$ cat config.mk
export PLATFORM = sky130hd
export DESIGN_NAME = adc_stream_reader
export DESIGN_NICKNAME = d
export VERILOG_FILES = /design/src/rtl/adc_rd_pkg.sv /design/src/rtl/adc_rd_sclk_gen.sv /design/src/rtl/adc_rd_ready_det.sv /design/src/rtl/adc_rd_unpack.sv /design/src/rtl/adc_stream_reader.sv
export SDC_FILE = /design/constraint.sdc
export NUM_CORES = 1
export LEC_CHECK = 0
export ABC_AREA = 1
export BUFFER_PORTS_ARGS = -buffer_cell sky130_fd_sc_hd__buf_2
export CORE_MARGIN = 10
export CORE_UTILIZATION = 50
export DETAILED_ROUTE_END_ITERATION = 10
export PLACE_DENSITY = 0.75
export SLEW_MARGIN = 0
export SYNTH_ARGS = -nofsm -noshare
export SYNTH_HDL_FRONTEND = slang
export SYNTH_SLANG_ARGS = --single-unit
$ cat constraint.sdc
create_clock -name clk_i -period 2.7 [get_ports clk_i]
set_clock_uncertainty 0.2 [all_clocks]
set_input_delay 0.135 -clock clk_i [delete_from_list [all_inputs] [get_ports clk_i]]
set_output_delay 0.135 -clock clk_i [all_outputs]
set_load 0.05 [all_outputs]
$ cat src/rtl/adc_rd_pkg.sv
package adc_rd_pkg;
  timeunit 1ns;
  timeprecision 1ps;

  localparam int unsigned CMD_BITS  = 8;
  localparam int unsigned WORD_BITS = 24;
  localparam int unsigned DATA_BITS = 20;
  localparam int unsigned CNT_W     = $clog2(WORD_BITS);

  localparam int unsigned OD_POS = 1;
  localparam int unsigned OF_POS = 0;

  localparam logic [1:0] FILL_20 = 2'b00;
  localparam logic [5:0] FILL_16 = 6'b111100;

  typedef enum logic [1:0] {
    ST_IDLE,
    ST_CMD,
    ST_DATA,
    ST_DONE
  } rd_state_e;

  typedef struct packed {
    logic [DATA_BITS-1:0] data;
    logic                 osc_det;
    logic                 ovf;
    logic                 fmt_err;
  } rd_result_t;
endpackage

$ cat src/rtl/adc_rd_sclk_gen.sv
module adc_rd_sclk_gen #(
  parameter int unsigned HALF_DIV = 2
) (
  input  logic clk_i,
  input  logic rst_ni,
  input  logic run_i,
  output logic sclk_o,
  output logic rise_o,
  output logic fall_o
);
  timeunit 1ns;
  timeprecision 1ps;

  localparam int unsigned CW = (HALF_DIV > 1) ? $clog2(HALF_DIV) : 1;
  localparam logic [CW-1:0] LAST = CW'(HALF_DIV - 1);

  logic [CW-1:0] cnt_q;
  logic          sclk_q;
  logic          tick;

  assign tick   = run_i && (cnt_q == LAST);
  assign rise_o = tick && !sclk_q;
  assign fall_o = tick && sclk_q;
  assign sclk_o = sclk_q;

  always_ff @(posedge clk_i or negedge rst_ni) begin
    if (!rst_ni) begin
      cnt_q  <= '0;
      sclk_q <= 1'b0;
    end else if (!run_i) begin
      cnt_q  <= '0;
      sclk_q <= 1'b0;
    end else if (tick) begin
      cnt_q  <= '0;
      sclk_q <= ~sclk_q;
    end else begin
      cnt_q  <= cnt_q + 1'b1;
    end
  end
endmodule

$ cat src/rtl/adc_rd_ready_det.sv
module adc_rd_ready_det #(
  parameter int unsigned LOW_SAMPLES = 2
) (
  input  logic clk_i,
  input  logic rst_ni,
  input  logic sdo_i,
  input  logic arm_i,
  input  logic en_i,
  output logic start_o
);
  timeunit 1ns;
  timeprecision 1ps;

  logic                   sdo_q;
  logic [LOW_SAMPLES-1:0] hist_q;
  logic [LOW_SAMPLES-1:0] hist_d;

  generate
    if (LOW_SAMPLES == 1) begin : g_single
      assign hist_d = sdo_q;
    end else begin : g_multi
      assign hist_d = {hist_q[LOW_SAMPLES-2:0], sdo_q};
    end
  endgenerate

  always_ff @(posedge clk_i or negedge rst_ni) begin
    if (!rst_ni) begin
      sdo_q  <= 1'b1;
      hist_q <= '1;
    end else begin
      sdo_q  <= sdo_i;
      // stale samples from a finished frame must not count
      hist_q <= arm_i ? hist_d : '1;
    end
  end

  assign start_o = en_i && arm_i && ~|hist_q;
endmodule

$ cat src/rtl/adc_rd_unpack.sv
module adc_rd_unpack
  import adc_rd_pkg::*;
(
  input  logic [WORD_BITS-1:0] word_i,
  input  logic                 res16_i,
  output rd_result_t           result_o
);
  timeunit 1ns;
  timeprecision 1ps;

  always_comb begin
    result_o.osc_det = word_i[OD_POS];
    result_o.ovf     = word_i[OF_POS];
    if (res16_i) begin
      result_o.data    = {4'b0000, word_i[23:8]};
      result_o.fmt_err = (word_i[7:2] != FILL_16);
    end else begin
      result_o.data    = word_i[23:4];
      result_o.fmt_err = (word_i[3:2] != FILL_20);
    end
  end
endmodule

$ cat src/rtl/adc_stream_reader.sv
module adc_stream_reader
  import adc_rd_pkg::*;
#(
  parameter int unsigned CLK_HZ      = 100_000_000,
  parameter int unsigned SCLK_MAX_HZ = 2_000_000,
  parameter logic [7:0]  CMD_BYTE    = 8'h00
) (
  input  logic                 clk_i,
  input  logic                 rst_ni,
  input  logic                 en_i,
  input  logic                 res16_i,
  input  logic                 sdo_i,
  output logic                 sclk_o,
  output logic                 sdi_o,
  output logic                 result_valid_o,
  output logic [DATA_BITS-1:0] data_o,
  output logic                 osc_det_o,
  output logic                 ovf_o,
  output logic                 format_error_o
);
  timeunit 1ns;
  timeprecision 1ps;

  localparam int unsigned HALF_RAW = (CLK_HZ + 2 * SCLK_MAX_HZ - 1) / (2 * SCLK_MAX_HZ);
  localparam int unsigned HALF_DIV = (HALF_RAW < 1) ? 1 : HALF_RAW;
  localparam logic [CNT_W-1:0] LAST_CMD  = CNT_W'(CMD_BITS - 1);
  localparam logic [CNT_W-1:0] LAST_WORD = CNT_W'(WORD_BITS - 1);

  rd_state_e            state_q;
  logic [CNT_W-1:0]     bit_q;
  logic [WORD_BITS-1:0] word_q;
  logic [CMD_BITS-1:0]  cmd_q;
  logic                 sdi_q;
  logic                 res16_q;
  logic                 valid_q;
  rd_result_t           res_q;
  rd_result_t           res_d;
  logic                 start;
  logic                 run;
  logic                 rise;
  logic                 fall;

  assign run = (state_q == ST_CMD) || (state_q == ST_DATA);

  adc_rd_ready_det #(.LOW_SAMPLES(2)) u_ready (
    .clk_i  (clk_i),
    .rst_ni (rst_ni),
    .sdo_i  (sdo_i),
    .arm_i  (state_q == ST_IDLE),
    .en_i   (en_i),
    .start_o(start)
  );

  adc_rd_sclk_gen #(.HALF_DIV(HALF_DIV)) u_sclk (
    .clk_i (clk_i),
    .rst_ni(rst_ni),
    .run_i (run),
    .sclk_o(sclk_o),
    .rise_o(rise),
    .fall_o(fall)
  );

  adc_rd_unpack u_unpack (
    .word_i  (word_q),
    .res16_i (res16_q),
    .result_o(res_d)
  );

  always_ff @(posedge clk_i or negedge rst_ni) begin
    if (!rst_ni) begin
      state_q <= ST_IDLE;
      bit_q   <= '0;
      word_q  <= '0;
      cmd_q   <= '0;
      sdi_q   <= 1'b0;
      res16_q <= 1'b0;
      valid_q <= 1'b0;
      res_q   <= '0;
    end else begin
      valid_q <= 1'b0;
      unique case (state_q)
        ST_IDLE: begin
          if (start) begin
            state_q <= ST_CMD;
            bit_q   <= '0;
            cmd_q   <= CMD_BYTE;
            sdi_q   <= CMD_BYTE[CMD_BITS-1];
            res16_q <= res16_i;
          end
        end
        ST_CMD: begin
          if (fall) begin
            if (bit_q == LAST_CMD) begin
              state_q <= ST_DATA;
              bit_q   <= '0;
              sdi_q   <= 1'b0;
            end else begin
              bit_q   <= bit_q + 1'b1;
              sdi_q   <= cmd_q[CMD_BITS-2];
              cmd_q   <= {cmd_q[CMD_BITS-2:0], 1'b0};
            end
          end
        end
        ST_DATA: begin
          if (rise) word_q <= {word_q[WORD_BITS-2:0], sdo_i};
          if (fall) begin
            if (bit_q == LAST_WORD) begin
              state_q <= ST_DONE;
              bit_q   <= '0;
            end else begin
              bit_q   <= bit_q + 1'b1;
            end
          end
        end
        ST_DONE: begin
          state_q <= ST_IDLE;
          valid_q <= 1'b1;
          res_q   <= res_d;
        end
        default: state_q <= ST_IDLE;
      endcase
    end
  end

  assign sdi_o          = sdi_q;
  assign result_valid_o = valid_q;
  assign data_o         = res_q.data;
  assign osc_det_o      = res_q.osc_det;
  assign ovf_o          = res_q.ovf;
  assign format_error_o = res_q.fmt_err;
endmodule

==> results.md, run 1 <==
* Result of the run: completed
* Fin Hold WS at 0.150 ns
* Post-Route Setup TNS at 0 ns
* Detailed-routed wire length on met3 at 308 um
* Share of synthesized registers carrying an async set or reset at 100%
* GRT Util Overall at 14.6%
* # IOs at 31
* Final setup vio count at 0
* Fill cell total of the finished layout at 463
* Number of enable-type register cells in the synthesized netlist at 0
* Total number of placement rows at 27
* HPWL Detailed at 4.14 mm
* Global placer's final weighted congestion at 0.775
* Synth-to-layout area growth at 15.6%
* Wire length on met2 at 2.80 mm
* Clock tree root buffer cell: sky130_fd_sc_hd__clkbuf_8
* Y dimension of the die at 96.3 um
* Wire length of the first global-routing pass at 10.6 mm
* RSZ-0062 raised after global routing: false
* Number of buffers inserted to repair setup after CTS at 0
* Starting Density at 52.3%
* Reg-to-reg critical path endpoint: res16_q
* Clock transition at path regs at 0.07 ns
* Synthesis-stage register bit count at 65
* Core area at 0.00557 mm^2
* Antenna cells at 0
* Highest routing layer actually used: met4
* Avg Synthesized Cell Area at 9.13 um^2
* Worst setup path start: state_q[1]
* Number of antenna violations at the first check in global routing at 0
* Final hold violation count at 0
* Maximum achievable frequency at 0.407 GHz
* Dominant cells by area after synthesis: sky130_fd_sc_hd__dfrtp_1 53%, sky130_fd_sc_hd__nand2_1 8.8%, sky130_fd_sc_hd__nor2_1 6.2%
* Cell depth of the worst min-delay path at 5
* Headroom to the max-slew limit at 46.7%
* DRC at 0
* Cell type with the largest total area after synthesis: sky130_fd_sc_hd__dfrtp_1
* Post-synthesis instance total at 319
* Total clock buffers created by CTS at 9
* Critical Setup Path Class: flop to flop
* Vias per cell at 5.12
* Critical path fanouts, max at 4
* Time the worst path needs with I/O delays and setup at 2.46 ns
* Count of final max-slew check failures at 0
* Worst Path Required at 2.72 ns
* DRT Pass-1 Iters at 4
* Grt total ovfl at 0
* Count of input and output buffers at 29
* Setup slack of the most critical reg-to-reg path at 0.24 ns
* Reg-to-reg startpoint: state_q[1]
* Average wire length per cell after detail routing at 14.1 um
* Vias after detailed routing at 2203
* Worst Path Arrival at 2.47 ns
* Yosys Warn Count at 0
* Post-Route WL at 6.05 mm
* R2r worst-path depth at 7
* Area of the die at 0.00928 mm^2
* Part of the cycle the worst path needs at 91.1%
* Total clock sinks at 65
* Area of all sequential standard cells at 0.00163 mm^2
* Number of unique standard cell types used by synthesis at 32
* Cell Pwr Density at 1390 mW/mm^2
* Summed instance area of the synthesized netlist at 0.00291 mm^2
* Endpoint of the most critical setup path: res16_q
* Critical path launch point type: flop
* Synth Flop Type: sky130_fd_sc_hd__dfrtp_1
* Number of max-capacitance violations reported at 0
* Vias in the first global route at 2235
* Routed metal-1 wire length at 2.86 mm
* Die X at 96.3 um
* TritonCTS clock tree: done
* Total number of H-tree levels at 3
* Worst Hold Class: primary input to flop
* Pin count of the biggest net entering global routing at 49
* Net Count, Synth at 331
* Peak supply drop at 0.000782 V
* Number of nets with antenna violations after routing at 0
* Layout Cells excl Fill at 430
* Crit. End Element: flop
* Fraction of synthesized cell area taken by the top area cell type at 53.2%
* Placed Cells incl. Taps at 410
* CTS max path bufs at 2
* Most frequent cell after synthesis: sky130_fd_sc_hd__nand2_1
* Area of the multi-input gates at 0.00109 mm^2
* Layout cell share with drive strength beyond 1 at 20.4%
* Commonest cells post-synth: 68 x sky130_fd_sc_hd__nand2_1, 62 x sky130_fd_sc_hd__dfrtp_1, 48 x sky130_fd_sc_hd__nor2_1, 28 x sky130_fd_sc_hd__inv_1, 18 x sky130_fd_sc_hd__a31oi_1
* Net count, final at 366
* Actual transition at the worst max-transition pin at 0.800 ns
* Sequential cell area fraction in the yosys report at 55.9%
* Insertion delay of the later-clocked pin in the worst-skew pair at 0.34 ns
* Leakage power at 1.64 nW
* 1st-iter DRT viols at 155
[power by group]
part | internal, W | leakage [nW] | switching, W
clock | 0.000469 | 0.102 | 0.000347
sequential | 0.00140 | 0.801 | 0.000297
combinational | 0.000626 | 0.732 | 0.00154
total | 0.00249 | 1.64 | 0.00218
[final cells by class]
type                            instances  share of cell area, %
Timing Repair Buffer                   38                   7.43
Clock inverter                          3                   1.19
Inverter                               31                   3.45
Multi-Input combinational cell        209                   32.2
Clock buffer                           12                   4.61
Tap cell                               72                   2.67
Sequential cell                        65                   48.4
[repair_timing]
action	in CTS	in global routing
hold endpoints to repair	32	0
setup endpoints to repair	0	0
resized for setup	0	0
hold buffers	5	0
[kinds of logic (layout without fill, tap and decap cells)]
family,Yosys count,in the layout,synth area share (%)
AND/OR/NAND/NOR,141,141,19.8
AO/OA/AOI/OAI,54,54,12.4
multiplexers,2,2,0.773
buffers and inverters,45,84,6.78
adder cells (fa/ha/maj),7,7,3.01
flip-flops,65,65,55.9
other,1,1,0.129
XOR/XNOR,4,4,1.20
[worst max-delay path, stage by stage, from the launching register on]
cell and delay, ns:
sky130_fd_sc_hd__dfrtp_1 0.42, sky130_fd_sc_hd__inv_1 0.09, sky130_fd_sc_hd__ha_1 0.20, sky130_fd_sc_hd__nand4_1 0.14, sky130_fd_sc_hd__nor2_1 0.10, sky130_fd_sc_hd__dlygate4sd3_1 0.56, sky130_fd_sc_hd__a21oi_1 0.05, sky130_fd_sc_hd__dlygate4sd3_1 0.58
[layer usage]
metal / track usage [%] / vias to the layer above
met1: 19.7 / 1052
met4: 7.02 / 0
met2: 21.3 / 42
li1: - / 1104
met3: 4.05 / 5
met5: 0 / -
[worst min-delay path by stage]
stage,start,end,slack [ns]
3_5_place_dp,rst_ni,bit_q[1],0.02
6_report,en_i,state_q[0],0.15
5_1_grt,en_i,state_q[0],0.17
3_3_place_gp,rst_ni,bit_q[1],0.02
4_1_cts,en_i,state_q[0],0.15
2_1_floorplan,rst_ni,bit_q[0],-0.36
[flip-flops by register name, indices dropped and copies added (netlist names)]
| name | cells |
|---|---|
| res16_q | 1 |
| word_q | 24 |
| osc_det_o | 1 |
| u_ready.hist_q | 2 |
| format_error_o | 1 |
| state_q | 2 |
| u_ready.sdo_q | 1 |
| ovf_o | 1 |
| result_valid_o | 1 |
| data_o | 20 |
| bit_q | 5 |
| u_sclk.cnt_q | 5 |
| u_sclk.sclk_o | 1 |
[placed cells by master (no fill, tap or decap), types with 3 or more instances in the layout]
cell type                       count
sky130_fd_sc_hd__o21ai_1            6
sky130_fd_sc_hd__or2_2              3
sky130_fd_sc_hd__dfrtp_1           62
sky130_fd_sc_hd__dfstp_2            3
sky130_fd_sc_hd__inv_1             28
sky130_fd_sc_hd__ha_1               7
sky130_fd_sc_hd__nand2_1           68
sky130_fd_sc_hd__a31oi_1           18
sky130_fd_sc_hd__nand3_1           13
sky130_fd_sc_hd__nand4_1            4
sky130_fd_sc_hd__o22ai_1            3
sky130_fd_sc_hd__buf_2             29
sky130_fd_sc_hd__nor2_1            48
sky130_fd_sc_hd__o21ai_0           11
sky130_fd_sc_hd__clkbuf_8          11
sky130_fd_sc_hd__dlygate4sd3_1      5
sky130_fd_sc_hd__a21oi_2           10
sky130_fd_sc_hd__a21oi_1            3
[through the flow]
step                setup slack [ns]  util (%)  cell area, um^2  power, W
floorplan                      0.896         -             2910   0.00333
global route                  0.0638      60.4             3370   0.00504
finish                         0.241      60.4             3370   0.00467
CTS                            0.306      60.4             3370   0.00471
global placement               0.692      56.0             3120   0.00379
detailed placement             0.653      56.0             3120   0.00386
No activity file was read; power rests on OpenSTA's default activity.
==> run 2, diff against run 1 <==
--- a/config.mk
+++ b/config.mk
@@ -8,9 +8,9 @@
 export ABC_AREA = 1
 export BUFFER_PORTS_ARGS = -buffer_cell sky130_fd_sc_hd__buf_2
 export CORE_MARGIN = 10
-export CORE_UTILIZATION = 50
+export CORE_UTILIZATION = 55
 export DETAILED_ROUTE_END_ITERATION = 10
-export PLACE_DENSITY = 0.75
+export PLACE_DENSITY = 0.8
 export SLEW_MARGIN = 0
 export SYNTH_ARGS = -nofsm -noshare
 export SYNTH_HDL_FRONTEND = slang
==> results.md, run 2 (synthesis gave the netlist of run 1 again) <==
* Post-layout utilization of the core at 66.6% (+6.2 points)
* Commonest cells after routing, fill and taps aside: 68 x sky130_fd_sc_hd__nand2_1, 62 x sky130_fd_sc_hd__dfrtp_1, 48 x sky130_fd_sc_hd__nor2_1, 29 x sky130_fd_sc_hd__buf_2, 28 x sky130_fd_sc_hd__inv_1
* Total clock sinks at 65 (unchanged)
* Worst Path Required at 2.71 ns (about the same)
* Post-Route WL at 5.94 mm (-1.8%)
* CTS max path bufs at 2 (unchanged)
* RSZ-0062 raised after global routing: false
* Insertion delay of the later-clocked pin in the worst-skew pair at 0.33 ns (about the same)
* Core area at 0.00511 mm^2 (-8.4%)
* DRT Pass-1 Iters at 4 (unchanged)
* Count of input and output buffers at 29 (unchanged)
* DRC at 0 (unchanged)
* PnR worst setup slack at 0.206 ns (-0.0351 ns)
* Total number of H-tree levels at 3 (unchanged)
* Number of max-capacitance violations reported at 0 (unchanged)
* Total number of placement rows at 26 (-3.7%)
* Y dimension of the die at 92.8 um (-3.7%)
* Worst Hold Class: primary input to flop
* Cell Pwr Density at 1400 mW/mm^2 (+1.2%)
* Actual transition at the worst max-transition pin at 0.691 ns (-0.108 ns)
* Die X at 92.8 um (-3.7%)
* Wire length of the first global-routing pass at 10.4 mm (-1.7%)
* Headroom to the max-slew limit at 53.9% (+7.2 points)
* Count of final max-slew check failures at 0 (unchanged)
* Worst path top cell family by delay: buffers and inverters
* Tot Pwr at 0.00477 W (+2.2%)
* Starting Density at 57.1% (+4.8 points)
* CP max stage cell: sky130_fd_sc_hd__dlygate4sd3_1
* Number of flip-flops in the largest register at 24 (unchanged)
* 1st-iter DRT viols at 134 (-14%)
* Global placer's final weighted congestion at 0.893 (+15%)
* Grt total ovfl at 0 (unchanged)
* Area of the die at 0.00861 mm^2 (-7.2%)
* Critical Setup Path Class: flop to flop
* Vias per cell at 5.13 (about the same)
* Leakage power at 1.65 nW (+0.85%)
* HPWL Detailed at 4.00 mm (-3.4%)
* Peak supply drop at 0.000704 V (-9.9%)
* CP peak stage delay at 0.59 ns (about the same)
* Final hold violation count at 0 (unchanged)
* # IOs at 31 (unchanged)
* Clock transition at path regs at 0.07 ns (about the same)
* Cell-by-cell trace of the critical path: inv_1 -> ha_1 -> nand4_1 -> nor2_1 -> dlygate4sd3_1 -> a21oi_1 -> dlygate4sd3_1
* Synth-to-layout area growth at 16.7%
* Worst Path Arrival at 2.50 ns (+0.03 ns)
* Clock tree root buffer cell: sky130_fd_sc_hd__clkbuf_8
* Antenna cells at 0 (unchanged)
* Part of the cycle the worst path needs at 92.4% (+1.3 points)
* Number of buffers inserted to repair setup after CTS at 0 (unchanged)
* Final setup vio count at 0 (unchanged)
* Crit path buffers/inverters at 3 (unchanged)
* Commonest non-fill, non-tap cell in the layout: sky130_fd_sc_hd__nand2_1
* Setup slack of the most critical reg-to-reg path at 0.21 ns (-0.04 ns)
* Top cell by count, worst path: sky130_fd_sc_hd__dlygate4sd3_1
* Critical path fanouts, max at 4 (unchanged)
* Average wire length per cell after detail routing at 13.8 um (-1.8%)
* Register with the most flip-flops: word_q
* Net count, final at 367 (+0.27%)
* Result of the run: completed
* Vias after detailed routing at 2205 (+0.091%)
* Maximum achievable frequency at 0.401 GHz (-1.4%)
* Post-Route Setup TNS at 0 ns (unchanged)
* Fill cell total of the finished layout at 407 (-12%)
* Pin count of the biggest net entering global routing at 49 (unchanged)
* TritonCTS clock tree: done
* Vias in the first global route at 2151 (-3.8%)
* Total clock buffers created by CTS at 9 (unchanged)
* Critical path launch point type: flop
* Number of antenna violations at the first check in global routing at 0 (unchanged)
* GRT Util Overall at 14.9% (+0.22 points)
* Time the worst path needs with I/O delays and setup at 2.49 ns (+0.0351 ns)
* Crit. End Element: flop
* Pre-CTS setup slack at 0.719 ns (+0.0656 ns)
* Layout cell share with drive strength beyond 1 at 20.3% (-0.11 points)
* Number of nets with antenna violations after routing at 0 (unchanged)
run 2: cell types whose count changed in the layout (fill, tap and decap cells not counted):
cell	change
sky130_fd_sc_hd__buf_4	+1
sky130_fd_sc_hd__bufinv_16	+1
sky130_fd_sc_hd__clkbuf_1	+2
sky130_fd_sc_hd__clkinv_2	-2
run 2: report_power, final:
group	switching [W]	leakage, nW	internal (W)
registers	0.000288	0.801	0.00139
logic	0.00153	0.738	0.000631
clock network	0.000363	0.111	0.000573
total	0.00218	1.65	0.00260
run 2: path summary, 6_finish.rpt:
kind | startpoint | endpoint | cells past startpoint
hold / removal | en_i | state_q[1] | 5
setup / recovery | state_q[1] | res16_q | 7
setup reg to reg | state_q[1] | res16_q | 7
hold reg to reg | u_sclk.cnt_q[0] | u_sclk.cnt_q[0] | 1
min in group asynchronous | rst_ni | bit_q[2] | 2
max in group asynchronous | rst_ni | u_ready.hist_q[1] | 3
run 2: final cells by class:
cell class	instances	area, um^2	share of cell area [%]
Tap cell	70	87.6	2.58
Inverter	31	116	3.42
Sequential cell	65	1630	47.9
Clock buffer	14	163	4.78
Clock inverter	2	60.1	1.77
Timing Repair Buffer	39	258	7.58
Multi-Input combinational cell	209	1090	31.9
run 2: repair_timing:
| action | in CTS | in global routing |
|---|---|---|
| gates resized for setup | 0 | 0 |
| hold buffers | 5 | 0 |
| hold endpoints to repair | 31 | 0 |
run 2: layer usage:
layer | wire [um] | vias up | global-route usage [%]
li1 | - | 1103 | -
met1 | 3000 | 1046 | 21.4
met2 | 2630 | 46 | 20.5
met3 | 213 | 10 | 3.15
met4 | 101 | 0 | 7.33
met5 | 0 | - | 0
run 2: tightest hold or removal path, cell delays in order:
cell and delay [ns]:
sky130_fd_sc_hd__buf_2 0.09, sky130_fd_sc_hd__a31oi_1 0.14, sky130_fd_sc_hd__inv_1 0.10, sky130_fd_sc_hd__nand4_1 0.09, sky130_fd_sc_hd__nand2_1 0.09
run 2: through the flow:
step / std cells / area [um^2] / hold slack [ns]
3_5_place_dp: 409 / 3130 / 0.0214
6_report: 430 / 3400 / 0.145
3_3_place_gp: 409 / 3130 / 0.0168
2_1_floorplan: 319 / 2910 / -0.361
5_1_grt: 430 / 3400 / 0.193
4_1_cts: 430 / 3400 / 0.136
